$ cat src/rtl/pwm_tick_pkg.sv
package pwm_tick_pkg;

  // Strobes passed from the control half to the datapath half.
  typedef struct packed {
    logic tick;   // one-clock timeslot pulse
    logic wrap;   // tick on which the slot counter rolls to zero
  } pwmStrobe_t;

endpackage

$ cat src/rtl/pwm_tick_ctrl.sv
module pwm_tick_ctrl
  import pwm_tick_pkg::*;
#(
  parameter int CNT_W = 8,
  parameter int DIV_W = 16
) (
  input  logic             clk,
  input  logic             rstN,
  input  logic [DIV_W-1:0] tickDivisor,
  output pwmStrobe_t       strobe,
  output logic [CNT_W-1:0] slotCount
);

  localparam logic [CNT_W-1:0] CNT_TOP = {CNT_W{1'b1}};
  localparam logic [DIV_W-1:0] DIV_ONE = DIV_W'(1);

  logic [DIV_W-1:0] divCnt;
  logic             tickNow;
  logic             divRun;

  assign divRun  = (tickDivisor != '0);
  // ">=" keeps the divider safe when the divisor shrinks mid-count.
  assign tickNow = divRun && (divCnt >= (tickDivisor - DIV_ONE));

  always_ff @(posedge clk or negedge rstN) begin
    if (!rstN) begin
      divCnt    <= '0;
      slotCount <= '0;
    end else begin
      if (!divRun || tickNow) divCnt <= '0;
      else                    divCnt <= divCnt + DIV_ONE;
      if (tickNow) slotCount <= slotCount + 1'b1;
    end
  end

  always_comb begin
    strobe.tick = tickNow;
    strobe.wrap = tickNow && (slotCount == CNT_TOP);
  end

endmodule

$ cat src/rtl/pwm_tick_dp.sv
module pwm_tick_dp
  import pwm_tick_pkg::*;
#(
  parameter int CNT_W = 8
) (
  input  logic             clk,
  input  logic             rstN,
  input  pwmStrobe_t       strobe,
  input  logic [CNT_W-1:0] slotCount,
  input  logic [CNT_W-1:0] dutyIn,
  output logic [CNT_W-1:0] dutyHeld,
  output logic             pwmOut,
  output logic             periodStart
);

  logic pendBit;

  always_ff @(posedge clk or negedge rstN) begin
    if (!rstN) begin
      dutyHeld    <= '0;
      pendBit     <= 1'b0;
      pwmOut      <= 1'b0;
      periodStart <= 1'b0;
    end else begin
      periodStart <= strobe.wrap;
      if (strobe.tick) begin
        pwmOut <= pendBit;                        // pin first takes the old pending bit
        if (strobe.wrap)                   pendBit <= 1'b0;  // roll-over wins over a match
        else if (slotCount == dutyHeld)    pendBit <= 1'b1;
      end
      if (strobe.wrap) dutyHeld <= dutyIn;        // level changes only between periods
    end
  end

endmodule

$ cat src/rtl/pwm_tick_gen.sv
module pwm_tick_gen
  import pwm_tick_pkg::*;
#(
  parameter int CNT_W = 8,
  parameter int DIV_W = 16
) (
  input  logic             clk,
  input  logic             rstN,
  input  logic [DIV_W-1:0] tickDivisor,
  input  logic [CNT_W-1:0] dutyIn,
  output logic             pwmOut,
  output logic             periodStart
);

  pwmStrobe_t       strobe;
  logic [CNT_W-1:0] slotCount;
  logic [CNT_W-1:0] dutyHeld;

  pwm_tick_ctrl #(.CNT_W(CNT_W), .DIV_W(DIV_W)) u_ctrl (
    .clk        (clk),
    .rstN       (rstN),
    .tickDivisor(tickDivisor),
    .strobe     (strobe),
    .slotCount  (slotCount)
  );

  pwm_tick_dp #(.CNT_W(CNT_W)) u_dp (
    .clk        (clk),
    .rstN       (rstN),
    .strobe     (strobe),
    .slotCount  (slotCount),
    .dutyIn     (dutyIn),
    .dutyHeld   (dutyHeld),
    .pwmOut     (pwmOut),
    .periodStart(periodStart)
  );

endmodule

$ cat config.mk
export PLATFORM = sky130hd
export DESIGN_NAME = pwm_tick_gen
export DESIGN_NICKNAME = d
export VERILOG_FILES = /design/src/rtl/pwm_tick_pkg.sv /design/src/rtl/pwm_tick_ctrl.sv /design/src/rtl/pwm_tick_dp.sv /design/src/rtl/pwm_tick_gen.sv
export SDC_FILE = /design/constraint.sdc
export NUM_CORES = 1
export LEC_CHECK = 0
export BUFFER_PORTS_ARGS = -buffer_cell sky130_fd_sc_hd__buf_2
export CELL_PAD_IN_SITES_DETAIL_PLACEMENT = 0
export CELL_PAD_IN_SITES_GLOBAL_PLACEMENT = 2
export CORE_MARGIN = 4
export CORE_UTILIZATION = 37
export DETAILED_ROUTE_END_ITERATION = 8
export GPL_TIMING_DRIVEN = 0
export PLACE_DENSITY_LB_ADDON = 0.3
export SETUP_SLACK_MARGIN = 0.2
export SLEW_MARGIN = 25
export SYNTH_ARGS = -nofsm -noshare
export SYNTH_HDL_FRONTEND = slang
export SYNTH_SLANG_ARGS = --single-unit
export TNS_END_PERCENT = 30
$ cat constraint.sdc
create_clock -name clk -period 4 [get_ports clk]
set_input_delay 0.2 -clock clk [delete_from_list [all_inputs] [get_ports clk]]
set_output_delay 0.2 -clock clk [all_outputs]
set_load 0.01 [all_outputs]
==> impl_metrics.tcl, run 1 <==
set metrics [dict create \
    status "finished, violations left" \
    violations "hold timing" \
    clkSlewWorstSetupHoldPaths_ns 0.07 \
    ys_warn_count 0 \
    cts_max_level 2 \
    clockRootBuffer "clkbuf_8" \
    critPathLaunch "tickDivisor[2]" \
    fin_ws_ns 0.325 \
    ys_ff_latch 35 \
    clock_sinks 35 \
    cp.required_ns 4.17 \
    min_path_type "in -> async" \
    hold_buffers 0 \
    cts_buffer_depth 2 \
    seq_area_frac_synth_pct 39.6 \
    wl_per_cell_um 13.4 \
    syn-num-nets 263 \
    grt_pass1_vias 1656 \
    synthFlopType "dfrtp_1" \
    power_leakage_nw 1.25 \
    fin_crit_ns 3.67 \
    fp.dieH_um 85.3 \
    worst_pin_slew_ns 0.753 \
    hold_viol 26 \
    final_max_slew_viol_count 0 \
    finalSetupViolCount 0 \
    synth_most_common_cell "dfrtp_1" \
    layout.nets 298 \
    port_buffers 27 \
    drc 0 \
    path_class "in -> reg" \
    coreArea_sq_um 5640 \
    finClkSkew_ns 0.00584 \
    peakVddDrop_mv 0.241 \
    grt_pass1_wl_mm 7.45 \
    vias_per_cell 4.91 \
    met2_usage_pct 20.7 \
    fmax_mhz 272 \
    r2r_end "u_dp.dutyHeld[4]" \
    multiInputGateArea_sq_um 1350 \
    cts_buffers 5 \
    dr.pass1.iters 3 \
    dieWidth_um 85.3 \
    antenna_found_initial 0 \
    r2r_cells 8 \
    place_congestion 0.715 \
    cts_tree "yes" \
    timing.reg2reg.setup_slack_ns 0.98 \
    routed_wl_mm 4.37 \
    grt_use_met1_pct 17.0 \
    synth-edff-count 0 \
    syn_area_sq_um 2210 \
    grt_setup_unrepaired "no" \
    fin_crit_sh_pct 91.9 \
    dpl_worst_slack_ns -0.285 \
    dp_hpwl_mm 3.39 \
    seqCellArea_sq_um 876 \
    routed-via-count 1595 \
    overflow 0 \
    ys_top_cells_by_area "dfrtp_1 (40%), ha_1 (11%), xor2_1 (8.7%), xnor2_1 (8.3%), mux2_4 (5.4%)" \
    finalCoreUtilization_pct 46.5 \
    syn_avg_cell_area_sq_um 10.2 \
    die_area_sq_um 7270 \
    slew_headroom_pct 49.8 \
    netlist.area_leader.share_pct 39.6 \
    rr_startpoint "u_ctrl.divCnt[11]" \
    grt_use_total_pct 12.6 \
    ys_top_cells_by_count "dfrtp_1 (35), nor2_1 (26), xor2_1 (22)" \
    grt_max_degree 36 \
    start_util_pct 39.2 \
    critPathCaptureType "flip-flop" \
    power_w 0.000916 \
    synth_cells 217 \
    holdWs_ns -0.0171 \
    drive_gt1_share_pct 23.7 \
    met3_usage_pct 3.11 \
    crit_fanout 8 \
    startpoint_type "input pin" \
    top_usage_layer "met2" \
    io_pins 28 \
    rows 27 \
    post_dp_cell_area_sq_um 2430 \
    design_area_sq_um 2620 \
    yosysTopAreaCell "dfrtp_1" \
    async_flop_share_pct 100 \
    cap_violations 0 \
    syn_to_final_growth_pct 18.7 \
    drt-initial-drc-count 35 \
    powerDensity_nw_per_um2 349 \
    n_antenna_cell 0 \
    synth_cell_type_count 31 \
    num-fill-cells 557 \
    cp.arrival_ns 3.84 \
    antenna_left 0 \
    clkLatencyLatePin_ns 0.28 \
]
[worst max-delay path by stage]
stage / to / slack (ns)
after floorplan: u_dp.dutyHeld[0] / 0.26
after global placement: u_ctrl.divCnt[13] / -0.23
after detailed placement: u_ctrl.divCnt[13] / -0.28
after CTS: u_dp.dutyHeld[4] / 0.09
after global routing: u_dp.dutyHeld[4] / 0.20
final: u_dp.dutyHeld[4] / 0.33
[registers in the layout, summed over array words and instances (netlist names)]
register          count
u_ctrl.slotCount      8
u_dp.pwmOut           1
u_ctrl.divCnt        16
u_dp.periodStart      1
u_dp.dutyHeld         8
u_dp.pendBit          1
[placed cells by master, fill, tap and decap left out, types with 2 or more instances in the layout]
cell type  netlist  routed
ha_1            20      20
mux2_4           8       8
clkbuf_2         0       2
nand2_1         14      13
a21oi_1          7       7
dfrtp_1         35      35
nand2b_1         4       4
xnor2_1         21      21
o21ai_0          2       2
nor4_1           4       2
mux2_2           2       2
nor3_2           0       4
and2_1           2       2
nor2_1          26      26
nor2b_1          2       2
nand3_1          7       7
and3_1           4       4
xor2_1          22      22
inv_1            5       5
buf_2            0      27
clkbuf_8         0       6
o21a_1           2       2
nand4_1          9       9
nor4_2           0       2
[stage by stage]
stage                     cells  setup TNS, ns
after detailed placement    316          -4.53
after global routing        325              0
final                       325              0
after global placement      316          -3.70
after CTS                   324              0
after floorplan             217              0
[worst max-delay path, cell delays in order]
cell and delay, ns:
buf_2 0.13, or4_4 0.55, nor3_4 0.22, nand2_2 0.12
nor3_2 0.14, xnor2_1 0.09, ha_1 0.29, nand4_1 0.11
or4_1 0.51, o32a_1 0.39, a21oi_2 0.16, or4b_1 0.46
buf_6 0.17, mux2_4 0.30
[power by group]
group	internal (W)	switching [W]	leakage [nW]
Sequential	0.000388	0.0000437	0.472
Clock	0.000202	0.000126	0.0612
Combinational	0.0000754	0.0000811	0.718
Total	0.000665	0.000251	1.25
[layout make-up]
| class | instances | share of cell area [%] |
|---|---|---|
| repair buffers | 28 | 5.44 |
| plain buffers | 4 | 0.954 |
| multi-input cells | 173 | 51.6 |
| flip-flops and latches | 35 | 33.4 |
| inverters | 5 | 0.716 |
| clock buffers | 6 | 3.15 |
| clock inverters | 2 | 1.34 |
| well taps | 72 | 3.44 |
[cell families after synthesis]
group | count (synthesis) | share of synthesized area, %
AND/OR/NAND/NOR | 85 | 19.6
XOR/XNOR | 43 | 17.0
flip-flops | 35 | 39.6
adder cells (fa/ha/maj) | 20 | 11.3
AO/OA/AOI/OAI | 15 | 4.25
multiplexers | 10 | 6.46
buffers and inverters | 9 | 1.70
[per-layer routing]
layer | vias up | part of all wire (%)
li1 | 825 | -
met1 | 754 | 51
met2 | 14 | 46
met3 | 2 | 2.5
met4 | 0 | 0.25
met5 | - | 0
[timing repair]
item | 4_1_cts | 5_1_grt
endpoints found under the setup margin | 18 | 30
resized for setup | 1 | 14
pin swaps | 0 | 5
buffers inserted | 0 | 1
Power figures use the tool's default switching activity.
==> inputs of run 2 (changes only) <==
Settings changed: ABC_AREA from default to 1, CORE_UTILIZATION 37 to 35.
==> run 2 against run 1 <==
The flow still finishes with violations (hold timing). Routed wire length increased by 9.7%. Fmax is 48% higher. Worst setup slack improved by 1.2 ns. Die area rose by 14%. Via count grew 20%. Register-to-register slack gained 1.2 ns. Non-clock buffer count fell by 3. First-iteration DRC count increased by 49%. Highest routed layer unchanged.
==> impl_metrics.tcl, run 2 <==
set metrics [dict create \
    synth_most_common_cell "nand2_1" \
    layout.nets 380 \
    critPathLaunch "tickDivisor[0]" \
    timing.reg2reg.setup_slack_ns 2.13 \
    cts_tree "yes" \
    rows 29 \
    drc 0 \
    coreArea_sq_um 6530 \
    grt_use_total_pct 12.8 \
    powerDensity_nw_per_um2 437 \
    clkLatencyLatePin_ns 0.28 \
    clkSlewWorstSetupHoldPaths_ns 0.07 \
    reg_top3 "u_ctrl.divCnt x16, u_ctrl.slotCount x8, u_dp.dutyHeld x8" \
    netlist.area_leader.share_pct 36.3 \
    p_clk_share_pct 21.5 \
    critPathCaptureType "flip-flop" \
    antenna_left 0 \
    ys_warn_count 0 \
    drive_gt1_share_pct 17.4 \
    syn-num-nets 346 \
    async_flop_share_pct 100 \
    routed_wl_mm 4.79 \
    p_switching_w 0.000441 \
    finClkSkew_ns 0.00588 \
    power_leakage_nw 1.40 \
    syn_avg_cell_area_sq_um 8.04 \
    clockRootBuffer "clkbuf_8" \
    grt_setup_unrepaired "no" \
    largest_register_ffs 16 \
    port_buffers 27 \
    antenna_found_initial 0 \
    synth_cell_type_count 31 \
    n_antenna_cell 0 \
    layout_common_cells "nand2_1 (79), dfrtp_1 (35), inv_1 (34), nor2_1 (27), buf_2 (27)" \
    finalCoreUtilization_pct 41.8 \
    path_class "in -> reg" \
    grt_pass1_wl_mm 8.71 \
    overflow 0 \
    holdWs_ns -0.00556 \
    setup_tns_ns 0 \
    fp.dieH_um 91 \
    final_common_cell "nand2_1" \
    cts_max_level 2 \
    post-cts-setup-buffers 0 \
    grt_pass1_vias 1975 \
    ys_top_cells_by_count "nand2_1 (79), dfrtp_1 (35), inv_1 (34)" \
    start_util_pct 36.9 \
    p_int_w 0.000752 \
    drt-initial-drc-count 52 \
    min_path_type "in -> async" \
    hold_viol 9 \
    routed-via-count 1920 \
    peakVddDrop_mv 0.271 \
    cts_buffer_depth 2 \
    ys_top_cells_by_area "dfrtp_1 (36%), nand2_1 (12%), ha_1 (10%), xor2_1 (6.9%), inv_1 (5.3%)" \
    cp.required_ns 4.20 \
    num-fill-cells 669 \
    fin_crit_ns 2.49 \
    violations "hold timing" \
    io_pins 28 \
    vias_per_cell 4.67 \
    startpoint_type "input pin" \
    r2r_end "u_ctrl.divCnt[6]" \
    ys_ff_latch 35 \
    slew_headroom_pct 48.0 \
    cts_buffers 5 \
    finalSetupViolCount 0 \
    fin_crit_sh_pct 62.1 \
    fmax_mhz 402 \
    r2r_cells 7 \
    synth_cells 300 \
    seq_area_frac_synth_pct 36.3 \
    cp.arrival_ns 2.69 \
    cap_violations 0 \
    dp_hpwl_mm 3.86 \
    synth-edff-count 0 \
    rr_startpoint "u_ctrl.divCnt[11]" \
    worst_pin_slew_ns 0.781 \
    grt_max_degree 36 \
    dr.pass1.iters 4 \
    critPathCapture "u_ctrl.divCnt[6]" \
    final_max_slew_viol_count 0 \
    seqPwrFrac_pct 44.3 \
    syn_to_final_growth_pct 13.2 \
    pwr-share-comb_pct 34.2 \
    die_area_sq_um 8280 \
    place_congestion 0.713 \
    clock_sinks 35 \
    regMostFlops "u_ctrl.divCnt" \
    hold_buffers 0 \
    yosysTopAreaCell "dfrtp_1" \
    dieWidth_um 91 \
    crit_fanout 10 \
    synthFlopType "dfrtp_1" \
    syn_area_sq_um 2410 \
    netSwitchingFraction_pct 37.0 \
    wl_per_cell_um 11.7 \
    postCtsResizedCells 0 \
    status "finished, violations left" \
]
run 2: worst max-delay path: stages:
cell and delay, ns:
buf_2 0.11, inv_1 0.13, ha_1 0.20, nand2_1 0.12, nor2_1 0.25, nand2_1 0.14, nor2_1 0.14, xor2_1 0.18
ha_1 0.25, nand2_1 0.09, o21ai_1 0.09, a21oi_2 0.20, nand3_2 0.22, buf_4 0.24, nor3_1 0.13
run 2: final cells by class:
type	count	area (sq um)	share of cell area, %
Buffer	2	18.8	0.687
Clock buffer	6	82.6	3.02
Clock inverter	1	5.00	0.183
Inverter	36	140	5.13
Multi-Input combinational cell	227	1380	50.4
Sequential cell	35	876	32.1
Tap cell	77	96.3	3.53
Timing Repair Buffer	27	135	4.95
run 2: cell families after synthesis:
group / Yosys count / share of synthesized area [%]
compound gates: 23 / 5.29
xor+xnor: 32 / 11.6
fa+ha+maj: 20 / 10.4
buf+inv: 38 / 6.59
flops: 35 / 36.3
simple gates: 152 / 29.8
run 2: through the flow:
stage          power (W)  instance area, sq um  setup slack [ns]  cells  hold WS [ns]
6_report         0.00119                  2730              1.51    411      -0.00556
2_1_floorplan   0.000837                  2410              1.73    300       -0.0956
5_1_grt          0.00132                  2730              1.16    411        0.0588
3_3_place_gp    0.000945                  2640              1.22    404         0.341
3_5_place_dp    0.000954                  2640              1.18    404         0.337
4_1_cts          0.00122                  2730              1.47    411        0.0267
run 2: worst min path at each step:
| stage | from | to | slack, ns | cells after the start |
|---|---|---|---|---|
| floorplan | rstN | u_ctrl.divCnt[0] | -0.1 | 0 |
| global placement | rstN | u_dp.periodStart | 0.34 | 1 |
| detailed placement | rstN | u_dp.periodStart | 0.34 | 1 |
| CTS | rstN | u_dp.dutyHeld[0] | 0.03 | 1 |
| global route | rstN | u_dp.dutyHeld[2] | 0.06 | 1 |
| finish | rstN | u_dp.dutyHeld[2] | -0.006 | 1 |
run 2: power by group through the flow:
stage | combinational [W] | clock, W | sequential (W)
after floorplan | 0.000325 | 0 | 0.000513
after global placement | 0.000409 | 0 | 0.000536
after detailed placement | 0.000417 | 0 | 0.000537
after CTS | 0.000421 | 0.000268 | 0.000532
after global routing | 0.000496 | 0.000282 | 0.000546
final | 0.000408 | 0.000257 | 0.000528
run 2: layer usage:
| layer | vias up | GRT usage [%] | part of all wire (%) |
|---|---|---|---|
| li1 | 1023 | - | - |
| met1 | 863 | 16.0 | 47 |
| met2 | 29 | 22.4 | 48 |
| met3 | 5 | 2.48 | 3.8 |
| met4 | 0 | 3.77 | 1.4 |
| met5 | - | 0 | 0 |
